$ cat src/rtl/tick_chain_pkg.sv
`timescale 1ns/1ps
package tick_chain_pkg;
  // Modulo counter step: returns zero after reaching last, else cur+1.
  function automatic int unsigned wrap_next(input int unsigned cur,
                                            input int unsigned last);
    return (cur >= last) ? 0 : cur + 1;
  endfunction

  localparam logic [3:0] DIGIT_TOP = 4'd9;

  // Decimal digit step: 0..9 then back to 0.
  function automatic logic [3:0] decade_next(input logic [3:0] cur);
    return (cur >= DIGIT_TOP) ? 4'd0 : cur + 4'd1;
  endfunction
endpackage

$ cat src/rtl/pace_divider.sv
`timescale 1ns/1ps
module pace_divider
  import tick_chain_pkg::*;
#(
  parameter int unsigned HALF = 50000
) (
  input  logic clk,
  input  logic rst,
  input  logic step_i,
  output logic wave_o,
  output logic tick_o,
  output logic rise_o
);
  localparam int unsigned CW   = (HALF < 2) ? 1 : $clog2(HALF);
  localparam int unsigned LAST = HALF - 1;

  logic [CW-1:0] cnt_q;
  logic          wave_q;

  assign tick_o = step_i && (32'(cnt_q) == LAST);
  assign rise_o = tick_o && !wave_q;
  assign wave_o = wave_q;

  always_ff @(posedge clk) begin
    if (rst) begin
      cnt_q  <= '0;
      wave_q <= 1'b0;
    end else if (step_i) begin
      cnt_q <= CW'(wrap_next(32'(cnt_q), LAST));
      if (tick_o) wave_q <= !wave_q;
    end
  end
endmodule

$ cat src/rtl/decade_counter.sv
`timescale 1ns/1ps
module decade_counter
  import tick_chain_pkg::*;
(
  input  logic       clk,
  input  logic       rst,
  input  logic       step_i,
  output logic [3:0] digit_o
);
  logic [3:0] digit_q;

  always_ff @(posedge clk) begin
    if (rst)         digit_q <= 4'd0;
    else if (step_i) digit_q <= decade_next(digit_q);
  end

  assign digit_o = digit_q;
endmodule

$ cat src/rtl/slow_tick_chain.sv
`timescale 1ns/1ps
module slow_tick_chain #(
  parameter int unsigned FAST_HALF = 50000,
  parameter int unsigned SLOW_HALF = 1000
) (
  input  logic       clk,
  input  logic       rst,
  output logic       fast_wave_o,
  output logic       slow_wave_o,
  output logic [3:0] digit_o
);
  // Internal events, named so the checker can observe them.
  logic fast_tick, fast_rise;
  logic slow_tick, slow_rise;

  pace_divider #(.HALF(FAST_HALF)) u_fast (
    .clk(clk), .rst(rst), .step_i(1'b1),
    .wave_o(fast_wave_o), .tick_o(fast_tick), .rise_o(fast_rise)
  );

  pace_divider #(.HALF(SLOW_HALF)) u_slow (
    .clk(clk), .rst(rst), .step_i(fast_tick),
    .wave_o(slow_wave_o), .tick_o(slow_tick), .rise_o(slow_rise)
  );

  decade_counter u_digit (
    .clk(clk), .rst(rst), .step_i(slow_rise), .digit_o(digit_o)
  );
endmodule


$ cat config.mk
export PLATFORM = sky130hd
export DESIGN_NAME = slow_tick_chain
export DESIGN_NICKNAME = d
export VERILOG_FILES = /design/src/rtl/tick_chain_pkg.sv /design/src/rtl/pace_divider.sv /design/src/rtl/decade_counter.sv /design/src/rtl/slow_tick_chain.sv
export SDC_FILE = /design/constraint.sdc
export NUM_CORES = 1
export LEC_CHECK = 0
export BUFFER_PORTS_ARGS = -buffer_cell sky130_fd_sc_hd__buf_2
export CORE_UTILIZATION = 45
export DETAILED_ROUTE_END_ITERATION = 12
export PLACE_DENSITY = 0.61
export SLEW_MARGIN = 15
export SYNTH_ARGS = -nofsm -noshare
export SYNTH_HDL_FRONTEND = slang
export SYNTH_SLANG_ARGS = --single-unit
$ cat constraint.sdc
create_clock -name clk -period 1.8 [get_ports clk]
set_clock_uncertainty 0.15 [all_clocks]
set_input_delay 0.27 -clock clk [delete_from_list [all_inputs] [get_ports clk]]
set_output_delay 0.27 -clock clk [all_outputs]
set_load 0.1 [all_outputs]
==> run_results.csv, run 1 <==
group,metric,value,unit
outcome,outcome,"completed",
sta,maxSlewViolCount,0,
route,firstDrtPassIters,4,
global_routing,grt_max_degree,17,
sta,hold_viol,0,
sta,setup_viol,0,
route,dr.max_layer_used,"met4",
global_routing,grt_pass1_wl,6780,um
worst_setup_path,cp_num_buf_inv,2,
sta,maxClockFrequency,559,MHz
global_routing,first_global_vias,1562,
sta,maxSlewHeadroom,0.678,
route,routed_via_density,5.60,
synthesis,synth_seq_cells,32,
hold_path,holdPathEnd,"u_slow.wave_o",
worst_setup_path,cp_slowest_stage_delay,0.33,ns
floorplan,die_y,62.9,um
worst_setup_path,reg2reg_from,"u_fast.cnt_q[13]",
clocking,tritoncts,"built",
worst_setup_path,regToRegSetupSlack,0.01,ns
cells_and_area,finish.net_count,239,
place,gp_congestion,0.778,
worst_setup_path,rr_worst_depth,6,
route,drc_errors,0,
floorplan,rows,21,
floorplan,dieArea,0.00395,mm2
route,wl_met1,1650,um
global_routing,grt-ovfl-total,0,
synthesis,synth.distinct_cells,45,
worst_setup_path,r2r_end,"u_digit.digit_o[3]",
worst_setup_path,arrival,1.80,ns
sta,period_needed,1.79,ns
clocking,root_buffer,"clkbuf_8",
cells_and_area,diodes,0,
hold_path,holdPathStages,2,
worst_setup_path,endpoint_kind,"flip-flop",
power,vdd_drop_max,0.334,mV
cells_and_area,fin_cells,279,
place,port_buffers,7,
floorplan,die_w,62.9,um
cells_and_area,drive_gt1_frac,0.356,
clocking,numCtsBuffers,5,
worst_setup_path,worst-setup-path-type,"flip-flop to flip-flop",
worst_setup_path,crit_top_cell,"nor4_4",
run,cap_violations,0,
power,finalPower,1.26,mW
power,p_per_area,575,mW/mm2
worst_setup_path,critPathMaxFanout,7,
synthesis,syn-mean-instance-area,8.77,um2
clocking,worstSkewPairLatency,0.28,ns
route,wl,3810,um
place,placed_cell_area,0.00197,mm2
route,ant_nets,0,
route,routedWlPerCell,13.6,um
place,dp_hpwl,2780,um
sta,finalCritPeriodShare,0.993,
floorplan,io_pins,8,
global_routing,antenna_found_initial,0,
route,dr_total_vias,1562,
worst_setup_path,cp_top_family,"simple AND/OR/NAND/NOR gates",
clocking,cts.path.max_buffers,2,
synthesis,synth-edff-count,0,
worst_setup_path,worstSetupStartpointType,"flip-flop",
sta,rsz0062_at_grt,"true",
hold_path,min-delay-start,"rst",
global_routing,grt_usage,0.219,
cells_and_area,fin_area,0.00220,mm2
cells_and_area,area_growth,31.8,%
synthesis,synthFlopType,"dfxtp_1",
route,met2_length,1990,um
worst_setup_path,cp_slowest_cell,"dfxtp_2",
clocking,htreeDepth,2,
hold_path,hp-class,"primary input to flip-flop",
worst_setup_path,cp.required,1.81,ns
synthesis,synthCells,190,
sta,worst_slew_pin_slew,0.486,ns
clocking,clk_pin_slew,0.07,ns
worst_setup_path,path_cells,"nor4_4, nand4_1, buf_6, buf_4, nor4_4, o32ai_1",
power,p_leak,0.804,nW
synthesis,async_flop_share,0,
floorplan,start_util,0.484,
cells_and_area,fillers,300,
synthesis,ys.warnings.count,0,
clocking,cts_sinks,32,
synthesis,mappedNetlistNets,197,
route,met3WireLength,96,um
synthesis,syn_area,0.00167,mm2
synthesis,seq_area_frac_synth,0.384,
route,drtIter0Drc,91,
place,dp.cells,266,
floorplan,core_area,0.00344,mm2
==> Yosys cell counts, types with 2 or more instances <==
| library cell | n | share of area |
|---|---|---|
| nand3_1 | 10 | 0.030 |
| nand2_1 | 10 | 0.023 |
| o21ai_0 | 8 | 0.024 |
| a21oi_1 | 10 | 0.030 |
| clkbuf_1 | 2 | 0.0045 |
| a211oi_1 | 2 | 0.0090 |
| nor4_1 | 5 | 0.019 |
| nor2_1 | 9 | 0.020 |
| nor3b_1 | 2 | 0.0090 |
| nand4_1 | 9 | 0.034 |
| and3_1 | 3 | 0.011 |
| nor3_1 | 18 | 0.054 |
| xor2_1 | 4 | 0.021 |
| o21a_1 | 2 | 0.0090 |
| xnor2_1 | 10 | 0.053 |
| ha_1 | 5 | 0.038 |
| and4_1 | 3 | 0.016 |
| or3_1 | 9 | 0.034 |
| inv_1 | 10 | 0.023 |
| dfxtp_1 | 32 | 0.38 |
| buf_2 | 3 | 0.0090 |
==> through the flow <==
stage,TNS [ns],hold slack [ns],setup WS (ns),utilization
floorplan,0,0.185,0.000934,-
global placement,-0.0629,0.317,-0.0459,0.574
detailed placement,-0.238,0.336,-0.0880,0.574
CTS,0,0.0696,0.00244,0.614
global route,-0.586,0.0846,-0.0801,0.638
finish,0,0.0808,0.0126,0.638
==> flip-flops by register name, summed over array words and instances (netlist names) <==
| name | flops |
|---|---|
| u_digit.digit_o | 4 |
| u_fast.cnt_q | 16 |
| u_fast.wave_o | 1 |
| u_slow.cnt_q | 10 |
| u_slow.wave_o | 1 |
==> routing by layer <==
metal  vias up  GRT usage
li1        783          -
met1       752      0.238
met2        20      0.398
met3         7     0.0566
met4         0     0.0959
met5         -          0
==> how the worst max path moves through the flow <==
stage                                start                 end  slack [ns]  cells past startpoint
after floorplan            u_fast.cnt_q[0]  u_digit.digit_o[0]      0.0009                      7
after global routing       u_fast.cnt_q[5]  u_digit.digit_o[3]       -0.08                      6
after CTS                  u_fast.cnt_q[5]    u_fast.cnt_q[13]       0.002                      5
after global placement    u_fast.cnt_q[13]  u_digit.digit_o[2]       -0.05                      5
final                     u_fast.cnt_q[13]  u_digit.digit_o[3]        0.01                      6
after detailed placement  u_fast.cnt_q[13]       u_slow.wave_o       -0.09                      5
==> layout make-up <==
class                           instances  area (um2)  share of cell area
Clock buffer                            7        76.3              0.0347
Clock inverter                          1        3.75             0.00171
Inverter                               10        37.5              0.0171
Multi-Input combinational cell        140        1030               0.467
Sequential cell                        32         663               0.302
Tap cell                               46        57.6              0.0262
Timing Repair Buffer                   43         333               0.151
==> where the power goes <==
group | total (mW) | switching (mW) | internal (mW) | leakage, nW
Combinational | 0.0365 | 0.0214 | 0.0151 | 0.500
Clock | 0.513 | 0.244 | 0.269 | 0.0399
Sequential | 0.714 | 0.00437 | 0.710 | 0.265
==> cell usage in the layout, fill, tap and decap left out, types with 3 or more instances in the layout <==
master,Yosys,routed
a21oi_1,10,7
o21ai_0,8,6
nor3_1,18,18
buf_4,1,31
buf_6,1,4
a21oi_2,0,3
nor2_1,9,9
or3_1,9,5
xor2_1,4,4
inv_1,10,10
ha_1,5,4
nand2_1,10,10
clkbuf_8,0,5
nand3_1,10,10
dfxtp_2,0,9
or3_4,0,4
dfxtp_1,32,20
nand4_1,9,9
xnor2_1,10,10
dfxtp_4,0,3
and4_1,3,3
buf_2,3,7
==> logic make-up after synthesis <==
| group | count (synthesis) | share of synthesized area |
|---|---|---|
| adders and majority gates | 5 | 0.0375 |
| DFF | 32 | 0.384 |
| and+or+nand+nor | 88 | 0.314 |
| xor gates and xnor gates | 14 | 0.0736 |
| muxes | 1 | 0.00601 |
| buffers and inverters | 18 | 0.0503 |
| AOI/OAI and AO/OA | 32 | 0.134 |
==> repair_timing <==
action,in CTS,in global routing
setup buffers,4,1
hold buffers,0,0
resized for setup,7,20
endpoints found under the hold margin,0,0
pin swaps,12,10
endpoints found under the setup margin,8,16
No activity file was read; power rests on OpenSTA's default activity.
==> run 2: changes to the inputs <==
CTS_BUF_LIST = sky130_fd_sc_hd__clkbuf_8 sky130_fd_sc_hd__clkbuf_16   (was not set)
==> run_results.csv, run 2 (synthesis results as in run 1) <==
group,metric,value,unit
sta,tns,0,ns
floorplan,dieArea,0.00395,mm2
clocking,cts.path.max_buffers,2,
route,drc_errors,0,
sta,setup_viol,0,
worst_setup_path,cp_slowest_cell,"dfxtp_2",
clocking,tritoncts,"built",
floorplan,die_y,62.9,um
worst_setup_path,cp_num_buf_inv,2,
power,finalPower,1.25,mW
place,port_buffers,7,
sta,maxSlewHeadroom,0.678,
place,placed_cell_area,0.00197,mm2
route,firstDrtPassIters,4,
clocking,worstSkewPairLatency,0.28,ns
worst_setup_path,arrival,1.80,ns
route,routed_via_density,5.60,
power,p_per_area,570,mW/mm2
sta,rsz0062_at_grt,"true",
cells_and_area,fin_cells,279,
cells_and_area,diodes,0,
place,dp_hpwl,2780,um
clocking,root_buffer,"clkbuf_8",
global_routing,grt-ovfl-total,0,
route,drtIter0Drc,91,
route,routedWlPerCell,13.6,um
sta,maxClockFrequency,559,MHz
sta,hold_viol,0,
outcome,outcome,"completed",
sta,finalCritPeriodShare,0.993,
cells_and_area,top_register,"u_fast.cnt_q",
global_routing,grt_pass1_wl,6780,um
worst_setup_path,endpoint_kind,"flip-flop",
sta,maxSlewViolCount,0,
worst_setup_path,cp.required,1.81,ns
cells_and_area,largest_reg_flops,16,
clocking,htreeDepth,2,
floorplan,io_pins,8,
route,wl,3810,um
global_routing,grt_usage,0.219,
global_routing,first_global_vias,1562,
sta,period_needed,1.79,ns
clocking,clk_pin_slew,0.07,ns
clocking,cts_sinks,32,
cells_and_area,final_cell_mix,"buf_4, dfxtp_1, nor3_1",
hold_path,hp-class,"primary input to flip-flop",
place,dp.cells,266,
power,p_leak,0.813,nW
clocking,numCtsBuffers,5,
cells_and_area,area_growth,31.8,%
global_routing,grt_max_degree,17,
cells_and_area,finish.net_count,239,
sta,worst_slew_pin_slew,0.486,ns
floorplan,die_w,62.9,um
floorplan,core_area,0.00344,mm2
place,gp_congestion,0.778,
worst_setup_path,crit_top_cell,"nor4_4",
global_routing,antenna_found_initial,0,
cells_and_area,drive_gt1_frac,0.356,
route,dr_total_vias,1562,
floorplan,start_util,0.484,
worst_setup_path,critPathMaxFanout,7,
power,vdd_drop_max,0.334,mV
worst_setup_path,worstSetupStartpointType,"flip-flop",
route,ant_nets,0,
floorplan,rows,21,
run,cap_violations,0,
worst_setup_path,worst-setup-path-type,"flip-flop to flip-flop",
cells_and_area,fin_area,0.00220,mm2
cells_and_area,layout_commonest_cell,"buf_4",
worst_setup_path,cp_slowest_stage_delay,0.33,ns
worst_setup_path,path_cells,"nor4_4, nand4_1, buf_6, buf_4, nor4_4, o32ai_1",
worst_setup_path,cp_top_family,"simple AND/OR/NAND/NOR gates",
[run 2: cell types whose count changed in the layout (fill, tap and decap cells not counted), sizes merged]
cell | previous run | this run
inv | 10 | 12
clkbuf | 7 | 5
[run 2: what timing repair did]
| action | in CTS | in global routing |
|---|---|---|
| buffers inserted | 4 | 1 |
| pin swaps | 12 | 10 |
| setup endpoints to repair | 8 | 16 |
| resized for setup | 7 | 20 |
| endpoints found under the hold margin | 0 | 0 |
| hold buffers | 0 | 0 |
[run 2: layer usage]
metal,global-route usage,vias to the layer above,share of wire
met4,0.0959,0,0.020
met2,0.398,20,0.52
met3,0.0566,7,0.025
met5,0,-,0
li1,-,783,-
met1,0.238,752,0.43
[run 2: power by group]
| part | total, mW | switching (mW) | internal [mW] |
|---|---|---|---|
| registers | 0.714 | 0.00437 | 0.710 |
| logic | 0.0365 | 0.0214 | 0.0151 |
| clock network | 0.502 | 0.245 | 0.257 |
| total | 1.25 | 0.270 | 0.982 |
[run 2: stage by stage]
stage | util | worst slack [ns] | hold WS, ns
after CTS | 0.614 | 0.00244 | 0.0696
after floorplan | - | 0.000934 | 0.185
after global routing | 0.638 | -0.0801 | 0.0846
after global placement | 0.574 | -0.0459 | 0.317
final | 0.638 | 0.0126 | 0.0808
after detailed placement | 0.574 | -0.0880 | 0.336
[run 2: path summary, 6_finish.rpt]
check,slack (ns),endpoint,from,cells past startpoint
worst min-delay path,0.08,u_slow.wave_o,rst,2
worst max-delay path,0.01,u_digit.digit_o[3],u_fast.cnt_q[13],6
worst max register to register,0.01,u_digit.digit_o[3],u_fast.cnt_q[13],6
worst min register to register,0.35,u_slow.cnt_q[9],u_slow.cnt_q[9],2
[run 2: layout make-up]
type,instances,area (um2)
flip-flops and latches,32,663
repair buffers,43,333
clock inverters,3,11.3
multi-input cells,140,1030
well taps,46,57.6
fillers,300,1240
inverters,10,37.5
clock buffers,5,68.8
